File: config.mk
export PLATFORM = sky130hd
export DESIGN_NAME = sck_divider
export DESIGN_NICKNAME = d
export VERILOG_FILES = /design/src/rtl/sckdiv_pkg.sv /design/src/rtl/sckdiv_reg.sv /design/src/rtl/sckdiv_fsm.sv /design/src/rtl/sckdiv_toggle.sv /design/src/rtl/sck_divider.sv
export SDC_FILE = /design/constraint.sdc
export NUM_CORES = 1
export LEC_CHECK = 0
export ABC_AREA = 1
export BUFFER_PORTS_ARGS = -buffer_cell sky130_fd_sc_hd__clkbuf_2
export CAP_MARGIN = 20
export CORE_MARGIN = 3
export CORE_UTILIZATION = 59
export DETAILED_ROUTE_END_ITERATION = 8
export PLACE_DENSITY = 0.92
export SYNTH_ARGS = -nofsm -noshare
export SYNTH_HDL_FRONTEND = slang
export SYNTH_SLANG_ARGS = --single-unit
File: constraint.sdc
create_clock -name clk -period 4.4 [get_ports clk]
set_input_delay 0 -clock clk [delete_from_list [all_inputs] [get_ports clk]]
set_output_delay 0 -clock clk [all_outputs]
set_load 0.01 [all_outputs]
File: src/rtl/sckdiv_pkg.sv
package sckdiv_pkg;

    typedef enum logic [1:0] {
        ST_IDLE  = 2'd0,
        ST_RUN   = 2'd1,
        ST_FAULT = 2'd2
    } sck_state_e;

endpackage

File: src/rtl/sckdiv_reg.sv
module sckdiv_reg #(
    parameter int CNT_W   = 8,
    parameter int MIN_DIV = 8,
    localparam int HALF_W = CNT_W - 1
) (
    input  logic              clk,
    input  logic              rst_n,
    input  logic              we_i,
    input  logic [CNT_W-1:0]  wdata_i,
    output logic              valid_o,
    output logic [HALF_W-1:0] half_o
);

    localparam logic [CNT_W-1:0]  MIN_CNT  = CNT_W'(MIN_DIV);
    localparam logic [HALF_W-1:0] MIN_HALF = HALF_W'(MIN_DIV / 2);

    logic [CNT_W-1:0] count_q;
    logic             legal;

    always_ff @(posedge clk or negedge rst_n) begin
        if (!rst_n) begin
            count_q <= '0;
        end else if (we_i) begin
            count_q <= wdata_i;
        end
    end

    always_comb begin
        legal   = (count_q >= MIN_CNT) && !count_q[0];
        valid_o = legal;
        if (legal) begin
            half_o = count_q[CNT_W-1:1];
        end else begin
            half_o = MIN_HALF;
        end
    end

    assert_load_on_write_R2: assert property (@(posedge clk) disable iff (!rst_n)
        we_i |=> count_q == $past(wdata_i));

    assert_hold_without_write_R2: assert property (@(posedge clk) disable iff (!rst_n)
        !we_i |=> $stable(count_q));

endmodule

File: src/rtl/sckdiv_fsm.sv
module sckdiv_fsm
    import sckdiv_pkg::*;
(
    input  logic clk,
    input  logic rst_n,
    input  logic run_req_i,
    input  logic fault_i,
    output logic run_en_o
);

    sck_state_e state_q;
    sck_state_e state_d;

    always_ff @(posedge clk or negedge rst_n) begin
        if (!rst_n) begin
            state_q <= ST_IDLE;
        end else begin
            state_q <= state_d;
        end
    end

    always_comb begin
        state_d = state_q;
        unique case (state_q)
            ST_IDLE: begin
                if (fault_i) begin
                    state_d = ST_FAULT;
                end else if (run_req_i) begin
                    state_d = ST_RUN;
                end
            end
            ST_RUN: begin
                if (fault_i) begin
                    state_d = ST_FAULT;
                end else if (!run_req_i) begin
                    state_d = ST_IDLE;
                end
            end
            ST_FAULT: begin
                if (!fault_i) begin
                    state_d = ST_IDLE;
                end
            end
            default: begin
                state_d = ST_IDLE;
            end
        endcase
    end

    always_comb begin
        run_en_o = (state_q == ST_RUN);
    end

    assert_run_only_on_request_R9: assert property (@(posedge clk) disable iff (!rst_n)
        (state_q == ST_RUN) |-> ($past(run_req_i) && !$past(fault_i)));

    assert_fault_entered_R6: assert property (@(posedge clk) disable iff (!rst_n)
        fault_i |=> (state_q == ST_FAULT));

endmodule

File: src/rtl/sckdiv_toggle.sv
module sckdiv_toggle #(
    parameter int HALF_W = 7
) (
    input  logic              clk,
    input  logic              rst_n,
    input  logic              run_en_i,
    input  logic [HALF_W-1:0] half_i,
    output logic              sck_o,
    output logic              edge_o
);

    logic [HALF_W-1:0] cnt_q;
    logic [HALF_W:0]   cnt_next;
    logic              wrap;

    always_comb begin
        cnt_next = {1'b0, cnt_q} + 1'b1;
        wrap     = cnt_next >= {1'b0, half_i};
    end

    always_ff @(posedge clk or negedge rst_n) begin
        if (!rst_n) begin
            cnt_q  <= '0;
            sck_o  <= 1'b0;
            edge_o <= 1'b0;
        end else if (!run_en_i) begin
            cnt_q  <= '0;
            sck_o  <= 1'b0;
            edge_o <= 1'b0;
        end else if (wrap) begin
            cnt_q  <= '0;
            sck_o  <= !sck_o;
            edge_o <= 1'b1;
        end else begin
            cnt_q  <= cnt_next[HALF_W-1:0];
            edge_o <= 1'b0;
        end
    end

    assert_edge_marks_change_R10: assert property (@(posedge clk) disable iff (!rst_n)
        edge_o |-> (sck_o != $past(sck_o)));

    assert_edge_single_cycle_R10: assert property (@(posedge clk) disable iff (!rst_n)
        edge_o |=> !edge_o);

    assert_idle_low_R5: assert property (@(posedge clk) disable iff (!rst_n)
        !run_en_i |=> (!sck_o && !edge_o && cnt_q == '0));

endmodule

File: src/rtl/sck_divider.sv
module sck_divider #(
    parameter int CNT_W   = 8,
    parameter int MIN_DIV = 8
) (
    input  logic             clk,
    input  logic             rst_n,
    input  logic             cfg_we,
    input  logic [CNT_W-1:0] cfg_wdata,
    input  logic             master_sel,
    input  logic             xfer_active,
    input  logic             test_force,
    output logic             sck,
    output logic             sck_edge,
    output logic             div_invalid
);

    localparam int HALF_W = CNT_W - 1;

    logic              cnt_valid;
    logic [HALF_W-1:0] half_per;
    logic              run_req;
    logic              fault;
    logic              run_en;

    sckdiv_reg #(
        .CNT_W   (CNT_W),
        .MIN_DIV (MIN_DIV)
    ) u_reg (
        .clk     (clk),
        .rst_n   (rst_n),
        .we_i    (cfg_we),
        .wdata_i (cfg_wdata),
        .valid_o (cnt_valid),
        .half_o  (half_per)
    );

    always_comb begin
        run_req     = test_force || (master_sel && xfer_active);
        fault       = master_sel && !cnt_valid && !test_force;
        div_invalid = master_sel && !cnt_valid;
    end

    sckdiv_fsm u_fsm (
        .clk       (clk),
        .rst_n     (rst_n),
        .run_req_i (run_req),
        .fault_i   (fault),
        .run_en_o  (run_en)
    );

    sckdiv_toggle #(
        .HALF_W (HALF_W)
    ) u_toggle (
        .clk      (clk),
        .rst_n    (rst_n),
        .run_en_i (run_en),
        .half_i   (half_per),
        .sck_o    (sck),
        .edge_o   (sck_edge)
    );

    assert_fault_stops_R6: assert property (@(posedge clk) disable iff (!rst_n)
        (div_invalid && !test_force) |-> ##2 !sck_edge);

    assert_slave_silent_R9: assert property (@(posedge clk) disable iff (!rst_n)
        (!master_sel && !test_force) |-> ##2 !sck_edge);

endmodule

# Yosys cells after proc, flatten, opt, wreduce, memory -nomap -nowiden
# Cells that the tools add are included.
dict set report totals {
  register_bits 19
  latch_bits 0
  ramBits 0
  romBits 0
  in_bits 14
  output_inout_bits 3
  memories 0
}
dict set report op_classes {
  add_sub_neg 1
  n_mul 0
  div 0
  n_lt_le_gt_ge 2
  eq_ne 6
  shift 0
  mux 13
  n_bitwise 0
  reduce_logical 11
}
# op count
set op_table {}
lappend op_table {{2-to-1 mux 7 bit} 3}
lappend op_table {{2-to-1 mux 2 bit} 5}
lappend op_table {{adder 7 x 1 -> 8 bit, second input constant} 1}
lappend op_table {{greater-or-equal comparator 8 x 4 -> 1 bit, second input constant} 1}
lappend op_table {{greater-or-equal comparator 8 x 7 -> 1 bit} 1}
lappend op_table {{one-hot mux 2 bit (3 select lines)} 1}
lappend op_table {{logical AND 1 bit} 4}
lappend op_table {{zero test 1 bit} 4}
lappend op_table {{2-to-1 mux 1 bit} 4}
lappend op_table {{!= test 2 bit, second input constant} 2}
lappend op_table {{!= test 3 x 1 -> 1 bit, second input constant} 1}
lappend op_table {{!= test 3 bit, second input constant} 1}
lappend op_table {{AND reduction 3 bit} 1}
lappend op_table {{== test 2 x 1 -> 1 bit, second input constant} 1}
lappend op_table {{== test 2 bit, second input constant} 1}
lappend op_table {{zero test 2 bit} 1}
lappend op_table {{logical OR 1 bit} 1}

# Logic depth before layout (Yosys ltp)
dict set report depth {
  word_depth 7
  mapped_depth 15
  depth_no_buf 15
}

# By module
# A second synthesis with hierarchy kept.
dict set report unflattened {
  hier_cells 139
  area_unflattened_um2 1091.0
}
# mod instances cells_per_inst area_each_um2 seq_area_each_um2
set by_module_without_submodules {}
lappend by_module_without_submodules {sckdiv_toggle 1 79 618.1 225.2}
lappend by_module_without_submodules {sckdiv_reg 1 45 361.6 200.2}
lappend by_module_without_submodules {sckdiv_fsm 1 8 82.6 50.0}
lappend by_module_without_submodules {sck_divider 1 7 28.8 0.0}

# Least setup slack after synthesis
# No wires, ideal clock.
dict set report synth_timing {
  path_type {reg-to-reg}
  start {reg u_toggle.cnt_q[0]}
  end {reg u_toggle.cnt_q[0]}
  arrival_ns 1.947
  required_ns 4.328
  setup_slack_ns 2.382
  stages_incl_launch_ff 13
  period_less_slack_ns 2.018
  path_cell_list {dfrtp_1 > ha_1 > nand2_1 > nor2_1 > nand2_1 > xor2_1 > inv_1 > ha_1 > o21ai_1 > nand3_2 > nor2_4 > nand3_4 > nor2_2}
}
dict set report synth_between {
  elab_chain_cells 4
}
# item line_no
set synth_lines {}
lappend synth_lines {{start: declaration} sckdiv_toggle.sv:12} ;# logic [HALF_W-1:0] cnt_q;
lappend synth_lines {{start signal: assignment} sckdiv_toggle.sv:35} ;# cnt_q <= cnt_next[HALF_W-1:0];
lappend synth_lines {{adder 7 x 1 -> 8 bit (*)} sckdiv_toggle.sv:17} ;# cnt_next = {1'b0, cnt_q} + 1'b1;
lappend synth_lines {{greater-or-equal comparator 8 x 7 -> 1 bit} sckdiv_toggle.sv:18} ;# wrap = cnt_next >= {1'b0, half_i};
lappend synth_lines {{2-to-1 mux 7 bit (*)} sckdiv_toggle.sv:30} ;# end else if (wrap) begin
lappend synth_lines {{2-to-1 mux 7 bit (*)} sckdiv_toggle.sv:26} ;# end else if (!run_en_i) begin
# Mark *: on every way between the ends. The rest lies on a longest branch, timed or not.
# A chain may end at the register's enable or synchronous reset.

# Final worst setup path
# Ends and elaborated chain as after synthesis.

==> run metrics <==
Root Buffer clkbuf_4; fmax between 0.4 and 0.5 GHz; Nets 191; status finished, final reports clean; PwrDens 314 nW/um^2; final hold violations 0; critical path endpoint category flop; placed inst area between 1000 and 1500 sq um; Max Fanout on Critical Path 7; clk slew on worst S/H paths 110 ps; Yosys cell types 23; CTS H-Tree Depth 1; port buffer count 16; dominant synthesized flop cell dfrtp_1; most instantiated library cell after synthesis nand2_1; Die Ht between 40 and 50 um; crit-path leading delay family simple AND/OR/NAND/NOR gates; Synthesis Warnings 0; Min Hold Slack roughly 12 ps; Core Area ~1800 sq um; worst hold path depth 5; DRT Wirelength approximately 2200 um; GR Util met3 between 3 and 4%; share of the synthesized area in the top cell type 41.9%; Sequential Power Share a little under half; max_cap viols 0; logic gate share of total power 31.3%; ant diodes 0; Congestion Overflow GR 0; Pleak 0.000770 uW; DR vias/cell 5.07; Critical Path Source u_toggle.cnt_q[0]; max-slew violation count 0; Syn Std Cell Area 1140 sq um; Num Clock Sinks 19; worst clock skew around 1.2 ps; Hold WC Path Type input port to flop; Starting Density between 60% and 70%; total CTS buffers 3; met2 GRT Util approximately two fifths; type of element launching the critical path flop; TNS Setup 0 ps; slowest CP cell dfrtp_1; internal power 283 uW; share of cells above drive strength 1 a little under a quarter; cell taking the most area after synthesis dfrtp_1; area delta synth->final 20.6%; final instance area 1370 sq um; HPWL after DPL between 1500 and 2000 um; maximum clock insertion buffer count 2; Rows 15; Worst VDD drop 0.255 mV; Die Area between 2000 and 2500 sq um; CTS tree done; Synth Area per Inst 8.17 sq um; Clock Power Share between 20% and 30%; critical path arrival 2530 ps; Most Crowded Layer GR met2; vias slightly below 1000; clock latency reported for the late side of the worst-skew pair around 300 ps; crit-path max cell delay 430 ps; drt pass-1 iters 4; Routed WL per cell between 10 and 15 um; placer congestion estimate 0.799; relative slew slack approximately two thirds; Detailed Route Iter0 Violations 21; all-layer global routing usage between 20% and 30%; DR DRC count 0; Worst path depth 12; Worst Path Required 4640 ps; Crit Path Class flop to flop; #FFs+latches synth 19; pin count of the biggest net entering global routing 20; RSZ-0062 raised after global routing false; final worst path period need between 2000 and 2500 ps; post-synth net total 161; Post-synth EDFFs 0; switching share of power 34.4%; crit-path cells ha_1 -> nand2_1 -> nor2_1 -> nand2_1 -> xor2_1 -> inv_1 -> ha_1 -> o21ai_1 -> nand3_2 -> nor2_4 -> nand3_4 -> nor2_2; most frequent cells after synthesis nand2_1, inv_1, dfrtp_1, nor2_2, ha_1; setup violators final 0; Tcrit/Tclk final between 50% and 60%; reg-to-reg startpoint u_toggle.cnt_q[0]; async set-reset flop share out of synthesis 100%; Die Wd approximately 50 um; Worst Min Path Start xfer_active; most area-consuming cells after synthesis dfrtp_1, nand2_1, inv_1; initial antenna violation count 0; met1 Track Usage GR between 20% and 30%; first-pass GRT wire length just under 4000 um; Worst-Margin Slew between 400 and 500 ps; IO Pins 17; Psw roughly 150 uW; CP bufs+invs 1; vias in the first global route around 970; antenna viol nets, final 0; R2R depth 12; sequential area share after synthesis 41.9%; Synth Instances 139
## state kept, by name, summed over array words and instances, names as in the netlist
name / cells
u_toggle.sck_o: 1
u_toggle.cnt_q: 7
u_reg.count_q: 8
u_toggle.edge_o: 1
u_fsm.state_q: 2
## power groups by stage
stage / Clock [uW] / Sequential [uW] / Combinational [uW]
2_1_floorplan: 0 / 207 / 92.9
3_3_place_gp: 0 / 207 / 120
3_5_place_dp: 0 / 209 / 127
4_1_cts: 90.8 / 205 / 135
5_1_grt: 99.5 / 208 / 153
6_report: 90.8 / 205 / 135
## metrics by stage
stage | total power, uW | setup slack, ps | instances | utilization [%]
floorplan | 300 | 2380 | 139 | -
global placement | 327 | 2300 | 179 | 70.5
detailed placement | 336 | 2130 | 179 | 70.5
CTS | 431 | 2100 | 193 | 77.7
global route | 460 | 1930 | 193 | 77.7
finish | 431 | 2110 | 193 | 77.7
## final cells by class
type / count / area, sq um
well taps: 25 / 31.3
multi-input cells: 88 / 541
repair buffers: 26 / 180
clock buffers: 4 / 26.3
inverters: 31 / 116
flip-flops and latches: 19 / 475
fillers: 135 / 394
## cells by family (layout without fill, tap and decap cells)
kind of cell | after synthesis | after routing | share of synthesized area (%)
compound gates | 11 | 11 | 5.29
xor+xnor | 3 | 3 | 2.31
fa+ha+maj | 8 | 8 | 8.81
buf+inv | 32 | 61 | 10.6
flops | 19 | 19 | 41.9
mux | 3 | 3 | 2.97
simple gates | 63 | 63 | 28.2
## worst register-to-register path, stage by stage, from the launching register on
cell	delay, ps
dfrtp_1	430
ha_1	200
nand2_1	70
nor2_1	160
nand2_1	80
xor2_1	210
inv_1	70
ha_1	340
o21ai_1	120
nand3_2	120
nor2_4	160
nand3_4	140
nor2_2	120
## placed cells by master (no fill, tap or decap), types with 2 or more instances in the layout
| master | count |
|---|---|
| clkbuf_4 | 3 |
| nor2_4 | 2 |
| nand2_2 | 2 |
| nor3_1 | 2 |
| xor2_1 | 2 |
| o21ai_0 | 5 |
| nand3_2 | 2 |
| inv_1 | 30 |
| nor2_1 | 6 |
| nand4_1 | 2 |
| ha_1 | 8 |
| dfrtp_1 | 19 |
| nor2_2 | 10 |
| mux2_2 | 3 |
| dlygate4sd3_1 | 10 |
| nand3_1 | 4 |
| a21oi_1 | 3 |
| clkbuf_2 | 16 |
| nand2_1 | 32 |
## repair_timing
item / CTS / global route
endpoints found under the hold margin: 28 / 0
hold buffers: 10 / 0
setup buffers: 0 / 0
resized for setup: 0 / 0
## final timing paths
kind,end,slack (ps)
setup / recovery,u_toggle.cnt_q[0],2110
hold / removal,u_fsm.state_q[0],10
setup reg to reg,u_toggle.cnt_q[0],2110
hold reg to reg,u_fsm.state_q[1],460
max in group asynchronous,u_toggle.sck_o,3910
min in group asynchronous,u_toggle.edge_o,170
## layer usage
metal,routed length (um),share of wire [%],vias to the layer above
li1,-,-,485
met1,910,41,474
met2,1210,54,12
met3,62,2.8,7
met4,63,2.8,0
met5,0,0,-
Power figures use the tool's default switching activity.
